--- src/rtl/wheel_pkg.sv ---
package wheel_pkg;
    localparam int ROWS = 12;
    typedef logic [ROWS-1:0] row_t;

    // flags captured as the wheel leaves the gate
    typedef struct packed {
        logic feed;
        logic read;
        logic rderr;
        logic fderr;
    } cyc_t;

    function automatic int deg_to_tick(int deg, int rev);
        return (deg * rev) / 360;
    endfunction
endpackage

--- src/rtl/wheel_drive.sv ---
module wheel_drive
    import wheel_pkg::*;
#(
    parameter int REV  = 32768,
    parameter int GATE = 27396,
    localparam int AW  = $clog2(REV)
) (
    input  logic          clk,
    input  logic          rst_n,
    input  logic          feed_mag,
    input  logic          card_ready,
    input  logic          fifo_full,
    input  logic          read_done,
    input  logic          rderr_pend,
    input  logic          fderr_pend,
    input  logic          lever,
    output logic [AW-1:0] angle,
    output cyc_t          cyc,
    output logic          frozen,
    output logic          adv
);
    typedef struct packed {
        logic [AW-1:0] angle;
        logic          frozen;
        cyc_t          cyc;
    } st_t;

    st_t  st_q, st_d;
    logic at_gate, hold;

    always_comb begin
        st_d    = st_q;
        at_gate = (int'(st_q.angle) == GATE);
        hold    = at_gate && (st_q.frozen || (feed_mag && card_ready && !fifo_full))
                  && !read_done;
        if (hold) begin
            st_d.frozen = 1'b1;
        end else begin
            st_d.frozen = 1'b0;
            st_d.angle  = (int'(st_q.angle) == REV - 1) ? '0 : st_q.angle + 1'b1;
            if (at_gate) begin
                st_d.cyc.feed  = feed_mag;
                st_d.cyc.read  = lever;
                st_d.cyc.rderr = rderr_pend;
                st_d.cyc.fderr = fderr_pend;
            end
        end
    end

    always_ff @(posedge clk or negedge rst_n) begin
        if (!rst_n) begin
            st_q <= '{angle: AW'(GATE), frozen: 1'b0, cyc: '0};
        end else begin
            st_q <= st_d;
        end
    end

    assign angle  = st_q.angle;
    assign cyc    = st_q.cyc;
    assign frozen = st_q.frozen;
    assign adv    = !hold;
endmodule

--- src/rtl/wheel_station.sv ---
module wheel_station
    import wheel_pkg::*;
#(
    parameter int REV     = 32768,
    parameter int CB1_ON  = 910,
    parameter int CB1_OFF = 1820,
    parameter int CB2_ON  = 19569,
    parameter int CB2_OFF = 20480,
    parameter int CB3_ON  = 25486,
    parameter int CB3_OFF = 26396,
    parameter int LIGHT_T = 2275,
    parameter int DARK_T  = 19205,
    localparam int AW     = $clog2(REV)
) (
    input  logic          clk,
    input  logic          rst_n,
    input  logic [AW-1:0] angle,
    input  logic          cyc_feed,
    input  logic          fifo_full,
    output logic [2:0]    cam,
    output logic          lever
);
    localparam int CAM_ON  [3] = '{CB1_ON, CB2_ON, CB3_ON};
    localparam int CAM_OFF [3] = '{CB1_OFF, CB2_OFF, CB3_OFF};

    typedef struct packed {
        logic [2:0] cam;
        logic       lever;
    } st_t;

    st_t        st_q, st_d;
    logic [2:0] cam_win;

    for (genvar i = 0; i < 3; i++) begin : g_cam
        assign cam_win[i] = (int'(angle) >= CAM_ON[i]) && (int'(angle) < CAM_OFF[i]);
    end

    always_comb begin
        st_d     = st_q;
        st_d.cam = cam_win;
        if (cyc_feed && int'(angle) == LIGHT_T) st_d.lever = 1'b0;
        if (cyc_feed && int'(angle) == DARK_T && fifo_full) st_d.lever = 1'b1;
    end

    always_ff @(posedge clk or negedge rst_n) begin
        if (!rst_n) st_q <= '0;
        else        st_q <= st_d;
    end

    assign cam   = st_q.cam;
    assign lever = st_q.lever;
endmodule

--- src/rtl/wheel_columns.sv ---
module wheel_columns
    import wheel_pkg::*;
#(
    parameter int   REV     = 32768,
    parameter int   COL0    = 2730,
    parameter int   ANYD_T  = 2457,
    parameter int   CB2_ON  = 19569,
    parameter int   CB2_OFF = 20480,
    parameter int   COLS    = 80,
    parameter int   PER     = 157,
    parameter int   E_ON    = 20,
    parameter int   E_HIGH  = 12,
    parameter int   SETUP   = 8,
    parameter row_t MASK    = 12'h0A5,
    localparam int  AW      = $clog2(REV)
) (
    input  logic          clk,
    input  logic          rst_n,
    input  logic [AW-1:0] angle,
    input  logic          adv,
    input  cyc_t          cyc,
    input  row_t          fifo_word,
    output logic          emit,
    output logic          pop,
    output row_t          cells
);
    localparam int COL_END = COL0 + COLS * PER;
    localparam int LATCH   = E_ON - SETUP;
    localparam int E_OFF   = E_ON + E_HIGH;
    localparam int PW      = $clog2(PER);
    localparam int CW      = $clog2(COLS);

    typedef struct packed {
        logic [PW-1:0] ph;
        logic [CW-1:0] col;
        logic          emit;
        logic          pop;
        row_t          cells;
        row_t          word;
    } st_t;

    st_t  st_q, st_d;
    logic in_arc, incol, reading;
    int   nxt;

    always_comb begin
        st_d    = st_q;
        in_arc  = (int'(angle) >= COL0) && (int'(angle) < COL_END);
        incol   = cyc.feed && in_arc;
        reading = incol && cyc.read;
        nxt     = (int'(angle) == REV - 1) ? 0 : int'(angle) + 1;

        // phase / column follow the angle they belong to
        if (adv) begin
            if (nxt == COL0) begin
                st_d.ph  = '0;
                st_d.col = '0;
            end else if (in_arc) begin
                if (int'(st_q.ph) == PER - 1) begin
                    st_d.ph  = '0;
                    st_d.col = st_q.col + 1'b1;
                end else begin
                    st_d.ph = st_q.ph + 1'b1;
                end
            end
        end

        st_d.emit = incol && (int'(st_q.ph) >= E_ON) && (int'(st_q.ph) < E_OFF);
        st_d.pop  = reading && (int'(st_q.ph) == E_OFF);
        if (reading && int'(st_q.ph) == LATCH) st_d.word = fifo_word;

        st_d.cells = '0;
        if (cyc.feed && cyc.read && int'(angle) >= ANYD_T && int'(angle) < COL0)
            st_d.cells[0] = 1'b1;
        if (reading && int'(st_q.ph) >= LATCH && int'(st_q.ph) <= E_OFF) begin
            st_d.cells = ~st_d.word;
            if (cyc.rderr && int'(st_q.col) == COLS - 1 && int'(st_q.ph) > E_ON)
                st_d.cells = st_d.cells ^ MASK;
        end
        if (cyc.feed && cyc.fderr && int'(angle) >= CB2_ON && int'(angle) < CB2_OFF)
            st_d.cells = '1;
    end

    always_ff @(posedge clk or negedge rst_n) begin
        if (!rst_n) st_q <= '0;
        else        st_q <= st_d;
    end

    assign emit  = st_q.emit;
    assign pop   = st_q.pop;
    assign cells = st_q.cells;
endmodule

--- src/rtl/feed_wheel.sv ---
module feed_wheel
    import wheel_pkg::*;
#(
    parameter int   REV_TICKS   = 32768,
    parameter int   CB1_ON_DEG  = 10,
    parameter int   CB1_OFF_DEG = 20,
    parameter int   CB2_ON_DEG  = 215,
    parameter int   CB2_OFF_DEG = 225,
    parameter int   CB3_ON_DEG  = 280,
    parameter int   CB3_OFF_DEG = 290,
    parameter int   LIGHT_DEG   = 25,
    parameter int   ANYD_DEG    = 27,
    parameter int   COL0_DEG    = 30,
    parameter int   DARK_DEG    = 211,
    parameter int   CHECK_TICKS = 1000,
    parameter int   COLS        = 80,
    parameter int   EMIT_PERIOD = 157,
    parameter int   EMIT_ON     = 20,
    parameter int   EMIT_HIGH   = 12,
    parameter int   SETUP_TICKS = 8,
    parameter row_t RDERR_MASK  = 12'h0A5
) (
    input  logic        clk,
    input  logic        rst_n,
    input  logic        feed_mag,
    input  logic        card_ready,
    input  logic        fifo_full,
    input  logic        read_done,
    input  logic        rderr_pend,
    input  logic        fderr_pend,
    input  logic [11:0] fifo_word,
    output logic        cb1,
    output logic        cb2,
    output logic        cb3,
    output logic        emit,
    output logic        lever,
    output logic [11:0] cells,
    output logic        fifo_pop
);
    localparam int AW      = $clog2(REV_TICKS);
    localparam int CB1_ON  = deg_to_tick(CB1_ON_DEG, REV_TICKS);
    localparam int CB1_OFF = deg_to_tick(CB1_OFF_DEG, REV_TICKS);
    localparam int CB2_ON  = deg_to_tick(CB2_ON_DEG, REV_TICKS);
    localparam int CB2_OFF = deg_to_tick(CB2_OFF_DEG, REV_TICKS);
    localparam int CB3_ON  = deg_to_tick(CB3_ON_DEG, REV_TICKS);
    localparam int CB3_OFF = deg_to_tick(CB3_OFF_DEG, REV_TICKS);
    localparam int LIGHT_T = deg_to_tick(LIGHT_DEG, REV_TICKS);
    localparam int ANYD_T  = deg_to_tick(ANYD_DEG, REV_TICKS);
    localparam int COL0_T  = deg_to_tick(COL0_DEG, REV_TICKS);
    localparam int DARK_T  = deg_to_tick(DARK_DEG, REV_TICKS);
    localparam int GATE_T  = CB3_OFF + CHECK_TICKS;

    logic [AW-1:0] angle;
    cyc_t          cyc;
    logic          frozen, adv;
    logic [2:0]    cam;

    wheel_drive #(.REV(REV_TICKS), .GATE(GATE_T)) u_drive (
        .clk(clk), .rst_n(rst_n), .feed_mag(feed_mag), .card_ready(card_ready),
        .fifo_full(fifo_full), .read_done(read_done), .rderr_pend(rderr_pend),
        .fderr_pend(fderr_pend), .lever(lever), .angle(angle), .cyc(cyc),
        .frozen(frozen), .adv(adv)
    );

    wheel_station #(
        .REV(REV_TICKS), .CB1_ON(CB1_ON), .CB1_OFF(CB1_OFF), .CB2_ON(CB2_ON),
        .CB2_OFF(CB2_OFF), .CB3_ON(CB3_ON), .CB3_OFF(CB3_OFF),
        .LIGHT_T(LIGHT_T), .DARK_T(DARK_T)
    ) u_station (
        .clk(clk), .rst_n(rst_n), .angle(angle), .cyc_feed(cyc.feed),
        .fifo_full(fifo_full), .cam(cam), .lever(lever)
    );

    wheel_columns #(
        .REV(REV_TICKS), .COL0(COL0_T), .ANYD_T(ANYD_T), .CB2_ON(CB2_ON),
        .CB2_OFF(CB2_OFF), .COLS(COLS), .PER(EMIT_PERIOD), .E_ON(EMIT_ON),
        .E_HIGH(EMIT_HIGH), .SETUP(SETUP_TICKS), .MASK(RDERR_MASK)
    ) u_columns (
        .clk(clk), .rst_n(rst_n), .angle(angle), .adv(adv), .cyc(cyc),
        .fifo_word(fifo_word), .emit(emit), .pop(fifo_pop), .cells(cells)
    );

    assign cb1 = cam[0];
    assign cb2 = cam[1];
    assign cb3 = cam[2];
endmodule

--- config.mk ---
export PLATFORM = sky130hd
export DESIGN_NAME = feed_wheel
export DESIGN_NICKNAME = d
export VERILOG_FILES = /design/src/rtl/wheel_pkg.sv /design/src/rtl/wheel_drive.sv /design/src/rtl/wheel_station.sv /design/src/rtl/wheel_columns.sv /design/src/rtl/feed_wheel.sv
export SDC_FILE = /design/constraint.sdc
export NUM_CORES = 1
export LEC_CHECK = 0
export BUFFER_PORTS_ARGS = -buffer_cell sky130_fd_sc_hd__buf_2
export CORE_MARGIN = 2
export CORE_UTILIZATION = 55
export CTS_CLUSTER_SIZE = 14
export DETAILED_ROUTE_END_ITERATION = 12
export GPL_TIMING_DRIVEN = 0
export PLACE_DENSITY = 0.75
export SLEW_MARGIN = 5
export SYNTH_ARGS = -nofsm -noshare
export SYNTH_HDL_FRONTEND = slang
export SYNTH_SLANG_ARGS = --single-unit
--- constraint.sdc ---
create_clock -name clk -period 3.7 [get_ports clk]
set_input_delay 0.185 -clock clk [delete_from_list [all_inputs] [get_ports clk]]
set_output_delay 0.185 -clock clk [all_outputs]
set_load 0.05 [all_outputs]
==> impl_table.tex, run 1 <==
\begin{tabular}{lr}
\hline
Metric & Value \\
\hline
\multicolumn{2}{l}{\textbf{Layout}} \\
\quad Area taken by multi-input logic gates & 1870 µm² \\
\quad Fill cells & around 560 \\
\quad Share of final-layout standard cells stronger than drive strength 1 & 0.265 \\
\quad Final Net Count & between 400 and 500 \\
\quad Sequential Area & 1630 µm² \\
\quad \# diodes & 0 \\
\quad Area grow syn2layout & 12.8\% \\
\multicolumn{2}{l}{\textbf{Floorplanning}} \\
\quad Core area & $\sim$6700 µm² \\
\quad Area of the die & $\sim$7500 µm² \\
\quad Initial core utilization & 0.561 \\
\quad I/O pins & 38 \\
\quad Die height & around 87 µm \\
\quad Die Wd & about 87 µm \\
\quad Site Rows & 30 \\
\multicolumn{2}{l}{\textbf{Critical path}} \\
\quad Cell family with most CP delay & simple AND/OR/NAND/NOR gates \\
\quad Capture instance of the worst register-to-register path & u\_columns.st\_q[34] \\
\quad CP peak stage delay & around 0.54 ns \\
\quad Slowest-stage cell, CP & or4\_4 \\
\quad Setup slack of the most critical reg-to-reg path & 0.94 ns \\
\quad Start point of the critical path & u\_drive.angle[1] \\
\quad Startpoint of the worst register-to-register path & u\_drive.angle[1] \\
\quad Category of the worst setup path capture point & flop \\
\quad Length in cells of the worst reg-to-reg path & 9 \\
\quad Cell mode on critical path & buf\_6 \\
\quad Arr. time, crit path & between 2 and 3 ns \\
\quad Crit start category & flop \\
\quad Bufs and invs on worst path & 2 \\
\quad CP Class & flop to flop \\
\quad Critical-path maximum fanout & 10 \\
\quad Ordered list of cells on the worst path & ha\_1 > nand2\_1 > nor4\_2 > and4\_4 > buf\_6 > or4\_4 > nor4\_4 > buf\_6 > nor2\_2 \\
\quad Endpoint required time on the critical path & 3.92 ns \\
\multicolumn{2}{l}{\textbf{Routing}} \\
\quad Starting DRT DRC Count & about 250 \\
\quad Routed wirelength normalized by instance count & between 15 and 20 µm \\
\quad Post-route ant nets & 0 \\
\quad Per-cell via count in the routed design & between 5 and 6 \\
\quad DRC violations left & 0 \\
\quad Number of detailed-routing iterations run before antenna repair & 4 \\
\quad Post-detailed-routing wire length & a little under 8000 µm \\
\quad Total vias in the final route & just under 3,000 \\
\multicolumn{2}{l}{\textbf{GRT}} \\
\quad Largest net degree at the start of global routing & 66 \\
\quad Number of antenna violations at the first check in global routing & 0 \\
\quad Vias in the first global route & around 2,600 \\
\quad All-Layer GR Usage & 0.213 \\
\quad Gr ovfl total & 0 \\
\quad First-pass GRT wire length & 12,600 µm \\
\multicolumn{2}{l}{\textbf{Clock network}} \\
\quad Num Clock Sinks & 65 \\
\quad Worst-Skew Late Latency & 0.34 ns \\
\quad H-tree lvl count & 3 \\
\quad Clock tree root buffer cell & clkbuf\_8 \\
\quad Number of buffers on the longest clock path & 2 \\
\quad Count of instances resized after the clock tree is built & 0 \\
\quad Clock transition at the register clock pins on the worst setup and hold paths after CTS & $\sim$0.070 ns \\
\quad TritonCTS clock tree & yes \\
\quad Number of buffers inserted during clock tree synthesis & 9 \\
\quad Hold buffer count at cts & 1 \\
\quad Post-CTS setup buffer count & 0 \\
\multicolumn{2}{l}{\textbf{Logic synthesis}} \\
\quad Number of flops mapped to enable cells by yosys & 0 \\
\quad Post-Syn Area per Cell & 10.0 µm² \\
\quad Primary FF master, synth & dfrtp\_1 \\
\quad Fraction of registers with async set or reset after synthesis & 1.00 \\
\quad YS warnings & 0 \\
\quad Share of the synthesized area in the top cell type & 0.394 \\
\quad Sequential share of the synthesized area & 0.436 \\
\quad Count of cell types in the netlist & 56 \\
\quad Dominant cells by area after synthesis & dfrtp\_1 39\%, dfstp\_2 4.2\%, mux2i\_1 4.0\% \\
\quad Top cells by instance count after synthesis & 59 x dfrtp\_1, 27 x nor2\_1, 23 x nand2\_1 \\
\quad Cell with the most instances after synthesis & dfrtp\_1 \\
\quad Leading area contributor after synthesis & dfrtp\_1 \\
\quad FF+latch count, synth & 65 \\
\quad Synth Cell Area & 3750 µm² \\
\quad Post-Synthesis Cells & between 300 and 400 \\
\quad Net Count, Synth & 400 \\
\multicolumn{2}{l}{\textbf{Timing}} \\
\quad Rel. slew slack & 0.461 \\
\quad Portion of the clock cycle consumed by the worst path in the final layout & 0.747 \\
\quad RSZ-0062 raised after global routing & no \\
\quad Timing-limited maximum frequency & about 0.36 GHz \\
\quad Final critical-path required period & $\sim$2.8 ns \\
\quad Post-route worst setup slack & 0.935 ns \\
\quad Number of hold-slack violations in the final timing report & 0 \\
\quad Setup TNS & 0 ns \\
\quad Count of pins over their slew limit & 0 \\
\quad Final clock skew & a little over 0.009 ns \\
\quad Pin slew with the least headroom to its limit & roughly 0.8 ns \\
\quad Final setup violation count & 0 \\
\multicolumn{2}{l}{\textbf{Placement}} \\
\quad Post-place setup slack & just under 1 ns \\
\quad PortBufs & 37 \\
\quad Gp weighted congestion & approximately 0.94 \\
\quad DP HPWL & $\sim$5400 µm \\
\multicolumn{2}{l}{\textbf{Outcome}} \\
\quad Run status & completed \\
\multicolumn{2}{l}{\textbf{Power and ir drop}} \\
\quad Pleak & between 1.5 and 2 nW \\
\quad Total power consumption of the routed design & $\sim$0.0017 W \\
\quad Highest ir drop seen on vdd & around 210 µV \\
\quad Pwr Density & $\sim$400 nW/µm² \\
\multicolumn{2}{l}{\textbf{Worst hold path}} \\
\quad Hold-critical path endpoint & u\_columns.st\_q[2] \\
\quad Cell depth of the worst hold path & 2 \\
\quad Hold Crit Class & primary input to flop \\
\quad Critical hold path startpoint & fifo\_word[2] \\
\multicolumn{2}{l}{\textbf{Run}} \\
\quad Count of maximum capacitance violations & 0 \\
\hline
\end{tabular}
## worst register-to-register path: stages, from the launching register on
cell	delay (ns)
dfrtp_1	0.48
ha_1	0.29
nand2_1	0.21
nor4_2	0.12
and4_4	0.20
buf_6	0.13
or4_4	0.55
nor4_4	0.39
buf_6	0.24
nor2_2	0.05
## cell usage in the layout (no fill, tap or decap), drive strengths merged, types with 14 or more instances in the layout
| cell | n |
|---|---|
| nand2 | 24 |
| xor2 | 14 |
| buf | 63 |
| nor2 | 37 |
| clkbuf | 19 |
| a21o | 14 |
| dfrtp | 59 |
| mux2 | 16 |
| o21ai | 15 |
| nand3 | 16 |
| mux2i | 15 |
| nor3 | 18 |
## state kept, by name, summed over array words and instances (netlist names)
name / cells
u_columns.pop: 1
u_station.cam: 3
u_columns.st_q: 27
u_station.lever: 1
u_drive.frozen: 1
u_columns.emit: 1
u_drive.cyc: 4
u_columns.cells: 12
u_drive.angle: 15
## worst max-delay path by stage
stage / end / slack [ns] / cells past startpoint
after floorplan: u_columns.st_q[28] / 1.33 / 9
after global placement: u_columns.st_q[28] / 0.98 / 9
after detailed placement: u_columns.st_q[28] / 0.97 / 9
after CTS: u_columns.st_q[34] / 0.96 / 9
after global routing: u_columns.st_q[34] / 0.82 / 9
final: u_columns.st_q[34] / 0.94 / 9
## kinds of logic after synthesis
group | Yosys count | share of synthesized area
AND/OR/NAND/NOR | 151 | 0.236
flip-flops | 65 | 0.436
AO/OA/AOI/OAI | 53 | 0.0905
buffers and inverters | 40 | 0.0651
multiplexers | 31 | 0.0881
XOR/XNOR | 26 | 0.0608
adder cells (fa/ha/maj) | 7 | 0.0234
## metrics by stage
step | util | instances | area (µm²) | hold WS (ns)
after detailed placement | 0.604 | 490 | 4040 | 0.329
after CTS | 0.632 | 507 | 4230 | 0.0685
final | 0.632 | 507 | 4230 | 0.0761
after floorplan | - | 373 | 3750 | -0.111
after global placement | 0.604 | 490 | 4030 | 0.414
after global routing | 0.632 | 507 | 4230 | 0.0731
## routing by layer
metal  routed length (µm)  GRT usage  up-vias
li1                     -          -     1405
met1                 3590      0.313     1360
met2                 3460      0.312      108
met3                  508     0.0419       14
met4                  130     0.0795        0
met5                    0          0        -
## report_power, final
group	internal [W]	switching [W]	leakage, nW
Clock	0.000262	0.000282	0.0887
Combinational	0.000137	0.000219	1.06
Sequential	0.000760	0.0000462	0.836
## area by class of cell
class,count,share of cell area
Buffer,35,0.0533
Clock buffer,10,0.0326
Clock inverter,6,0.0101
Inverter,5,0.00444
Multi-Input combinational cell,268,0.442
Sequential cell,65,0.387
Tap cell,80,0.0237
Timing Repair Buffer,38,0.0468
No activity file was read; power rests on OpenSTA's default activity.
==> run 2, diff against run 1 <==
- ABC_AREA: default -> 1
- CORE_UTILIZATION: 55 -> 54
- PLACE_DENSITY: 0.75 -> 0.77
- clock period: 3.7 -> 2.4 ns (I/O delays scaled with it)
==> run 2 against run 1 <==
  * Synthesized area grew 2.2%
  * Register-to-register slack lost 0.72 ns
  * Total power grew 29%
  * Critical path type unchanged
  * Flip-flop and latch count is the same
  * Critical endpoint is now u_columns.st_q[28]
  * Critical path depth grew 4
==> impl_table.tex, run 2 <==
\begin{tabular}{lr}
\hline
Metric & Value \\
\hline
\multicolumn{2}{l}{\textbf{Placement}} \\
\quad Placed cell count & 639 (+30\%) \\
\quad DP HPWL & 6230 µm (+15\%) \\
\quad Gp weighted congestion & 0.945 (+0.85\%) \\
\quad Instance area at placement & 4140 µm² (+2.5\%) \\
\quad PortBufs & 37 (unchanged) \\
\multicolumn{2}{l}{\textbf{Floorplanning}} \\
\quad I/O pins & 38 (unchanged) \\
\quad Initial core utilization & 0.561 (about the same) \\
\quad Area of the die & 7780 µm² (+3.9\%) \\
\quad Die Wd & 88.2 µm (+1.9\%) \\
\quad Core area & 6830 µm² (+2.2\%) \\
\quad Die height & 88.2 µm (+1.9\%) \\
\quad Site Rows & 30 (unchanged) \\
\multicolumn{2}{l}{\textbf{Power and ir drop}} \\
\quad Total power consumption of the routed design & 0.00221 W (+29\%) \\
\quad Portion of total power attributed to the clock network & 0.426 (+0.107) \\
\quad Pwr Density & 501 nW/µm² (+24\%) \\
\quad Switching power & 0.000547 W (about the same) \\
\quad Sequential fraction of design power & 0.508 (+0.035) \\
\quad Highest ir drop seen on vdd & 472 µV (+130\%) \\
\quad Proportion of power drawn by combinational gates & 0.066 (-0.143) \\
\quad Net Sw Frac & 0.248 (-0.0727) \\
\quad Cell Int Power & 0.00166 W (+43\%) \\
\quad Pleak & 2.53 nW (+27\%) \\
\multicolumn{2}{l}{\textbf{Routing}} \\
\quad Starting DRT DRC Count & 254 (+0.79\%) \\
\quad DRC violations left & 0 (unchanged) \\
\quad Post-detailed-routing wire length & 8510 µm (+11\%) \\
\quad Per-cell via count in the routed design & 5.13 (-10\%) \\
\quad Routed wirelength normalized by instance count & 12.9 µm (-15\%) \\
\quad Total vias in the final route & 3,374 (+17\%) \\
\quad Post-route ant nets & 0 (unchanged) \\
\quad Number of detailed-routing iterations run before antenna repair & 5 (+1) \\
\multicolumn{2}{l}{\textbf{Clock network}} \\
\quad Num Clock Sinks & 65 (unchanged) \\
\quad TritonCTS clock tree & yes \\
\quad Number of buffers on the longest clock path & 2 (unchanged) \\
\quad Clock tree root buffer cell & clkbuf\_8 \\
\quad Worst-Skew Late Latency & 0.34 ns (about the same) \\
\quad H-tree lvl count & 3 (unchanged) \\
\quad Number of buffers inserted during clock tree synthesis & 9 (unchanged) \\
\quad Clock transition at the register clock pins on the worst setup and hold paths after CTS & 0.07 ns (about the same) \\
\multicolumn{2}{l}{\textbf{Layout}} \\
\quad Area grow syn2layout & 14.9\% \\
\quad Post-route cell area & 4400 µm² (+4.2\%) \\
\quad Sequential Area & 1640 µm² (+0.15\%) \\
\quad Share of final-layout standard cells stronger than drive strength 1 & 0.208 (-0.0565) \\
\quad Leading cell types in the layout, fill and taps excluded & 115 x nand2\_1, 72 x inv\_1, 58 x nor2\_1 \\
\quad Fill cells & 640 (+15\%) \\
\quad Largest register FFs & 27 (unchanged) \\
\quad \# diodes & 0 (unchanged) \\
\quad Non-filler cells in the finished layout & 658 (+30\%) \\
\quad Most flop-heavy register & u\_columns.st\_q \\
\quad Commonest non-fill, non-tap cell in the layout & nand2\_1 \\
\quad Area taken by multi-input logic gates & 1740 µm² (-7.1\%) \\
\quad Final Net Count & 584 (+30\%) \\
\multicolumn{2}{l}{\textbf{Logic synthesis}} \\
\quad Net Count, Synth & 533 (+33\%) \\
\quad Top cells by instance count after synthesis & 115 x nand2\_1, 72 x inv\_1, 59 x dfrtp\_1 \\
\quad Sequential share of the synthesized area & 0.427 (-0.00940) \\
\quad FF+latch count, synth & 65 (unchanged) \\
\quad Dominant cells by area after synthesis & dfrtp\_1 39\%, nand2\_1 11\%, inv\_1 7.1\% \\
\quad Share of the synthesized area in the top cell type & 0.385 (-0.00850) \\
\quad Synth Cell Area & 3830 µm² (+2.2\%) \\
\quad Count of cell types in the netlist & 36 (-36\%) \\
\quad Fraction of registers with async set or reset after synthesis & 1.00 (unchanged) \\
\quad Number of flops mapped to enable cells by yosys & 0 (unchanged) \\
\quad Post-Synthesis Cells & 506 (+36\%) \\
\quad Primary FF master, synth & dfrtp\_1 \\
\quad Cell with the most instances after synthesis & nand2\_1 \\
\quad YS warnings & 0 (unchanged) \\
\quad Post-Syn Area per Cell & 7.57 µm² (-25\%) \\
\quad Leading area contributor after synthesis & dfrtp\_1 \\
\multicolumn{2}{l}{\textbf{Worst hold path}} \\
\quad Hold Crit Class & primary input to flop \\
\quad Critical hold path startpoint & feed\_mag \\
\quad Cell depth of the worst hold path & 2 (unchanged) \\
\quad Hold-critical path endpoint & u\_drive.cyc[3] \\
\multicolumn{2}{l}{\textbf{Timing}} \\
\quad Count of pins over their slew limit & 0 (unchanged) \\
\quad Final setup violation count & 0 (unchanged) \\
\quad Portion of the clock cycle consumed by the worst path in the final layout & 0.911 (+0.164) \\
\quad Final critical-path required period & 2.19 ns (-0.578 ns) \\
\quad Setup TNS & 0 ns (unchanged) \\
\quad RSZ-0062 raised after global routing & no \\
\quad Rel. slew slack & 0.453 (-0.00875) \\
\quad Timing-limited maximum frequency & 0.457 GHz (+26\%) \\
\quad Final clock skew & 0.0108 ns (+0.00167 ns) \\
\quad Number of hold-slack violations in the final timing report & 0 (unchanged) \\
\quad Pin slew with the least headroom to its limit & 0.821 ns (+0.0131 ns) \\
\multicolumn{2}{l}{\textbf{GRT}} \\
\quad Most used routing layer & met2 \\
\quad All-Layer GR Usage & 0.235 (+0.0221) \\
\quad Met3 global-route usage & 0.0299 (-0.0121) \\
\quad Met1 Resource Use GR & 0.329 (+0.0160) \\
\quad Number of antenna violations at the first check in global routing & 0 (unchanged) \\
\quad Gr ovfl total & 0 (unchanged) \\
\quad Largest net degree at the start of global routing & 66 (unchanged) \\
\quad First-pass GRT wire length & 14,400 µm (+14\%) \\
\quad Met2 Use GR & 0.371 (+0.0593) \\
\quad Vias in the first global route & 3,205 (+21\%) \\
\multicolumn{2}{l}{\textbf{Critical path}} \\
\quad Capture instance of the worst register-to-register path & u\_columns.st\_q[28] \\
\quad Crit start category & flop \\
\quad Category of the worst setup path capture point & flop \\
\quad Length in cells of the worst reg-to-reg path & 13 (+4) \\
\quad Critical-path maximum fanout & 10 (unchanged) \\
\quad Setup slack of the most critical reg-to-reg path & 0.21 ns (-0.72 ns) \\
\quad CP Class & flop to flop \\
\quad Startpoint of the worst register-to-register path & u\_drive.angle[0] \\
\quad Arr. time, crit path & 2.41 ns (-0.58 ns) \\
\quad Endpoint required time on the critical path & 2.63 ns (-1.29 ns) \\
\multicolumn{2}{l}{\textbf{Outcome}} \\
\quad Run status & completed \\
\multicolumn{2}{l}{\textbf{Run}} \\
\quad Count of maximum capacitance violations & 0 (unchanged) \\
\hline
\end{tabular}
run 2: through the flow:
step | setup slack (ns) | hold slack, ns | util
after global placement | -0.0434 | 0.354 | 0.605
after global routing | 0.0184 | 0.0283 | 0.644
after CTS | 0.00846 | 0.0193 | 0.640
final | 0.213 | 0.0292 | 0.644
after floorplan | 0.528 | -0.176 | -
after detailed placement | -0.0442 | 0.269 | 0.606
run 2: final cells by class:
type | count | share of cell area
inverter | 80 | 0.0682
clock buffer | 10 | 0.0313
clock inverter | 6 | 0.0153
tap | 96 | 0.0273
sequential | 65 | 0.372
buffer | 26 | 0.0404
timing repair buffer | 41 | 0.0512
multi-input combinational | 334 | 0.395
run 2: cells by family after synthesis:
group / after synthesis / share of synthesized area
and+or+nand+nor: 268 / 0.314
buffers and inverters: 107 / 0.126
DFF: 65 / 0.427
AOI/OAI and AO/OA: 41 / 0.0670
xor gates and xnor gates: 14 / 0.0320
adders and majority gates: 7 / 0.0229
muxes: 4 / 0.0118
run 2: metal layers:
| layer | wire length, µm | vias to the layer above |
|---|---|---|
| met5 | 0 | - |
| met4 | 141 | 0 |
| met3 | 443 | 13 |
| met2 | 3870 | 99 |
| met1 | 4060 | 1552 |
| li1 | - | 1710 |
run 2: worst max-delay path by stage:
stage / startpoint / cells past startpoint / to / slack (ns)
final: u_drive.angle[0] / 13 / u_columns.st_q[28] / 0.21
after global routing: u_drive.angle[11] / 12 / u_columns.st_q[26] / 0.02
after CTS: u_drive.angle[0] / 13 / u_columns.st_q[31] / 0.008
after detailed placement: u_drive.angle[0] / 13 / u_columns.st_q[28] / -0.04
after global placement: u_drive.angle[0] / 13 / u_columns.st_q[27] / -0.04
after floorplan: u_drive.angle[0] / 13 / u_columns.st_q[26] / 0.53
run 2: repair_timing:
action | CTS | global route
setup endpoints to repair | 10 | 15
gates resized for setup | 1 | 5
hold buffers | 3 | 0
buffers inserted | 0 | 1
pin swaps | 0 | 1
hold endpoints to repair | 61 | 0
run 2: critical path, stage by stage, from the launching register on:
cell      delay [ns]
dfrtp_2         0.46
ha_4            0.20
nand3_2         0.13
inv_2           0.09
nand2_2         0.08
nor2_2          0.10
nand2_1         0.14
nand2_1         0.11
nand3_1         0.09
nor2_1          0.17
nand2_2         0.15
buf_6           0.17
o211ai_1        0.08
nand2_1         0.08
run 2: power by group through the flow:
stage	Clock, W	Combinational [W]	Sequential, W
finish	0.000940	0.000146	0.00112
global route	0.00101	0.000167	0.00112
CTS	0.000965	0.000147	0.00112
detailed placement	0	0.000142	0.00114
global placement	0	0.000140	0.00114
floorplan	0	0.0000859	0.00114
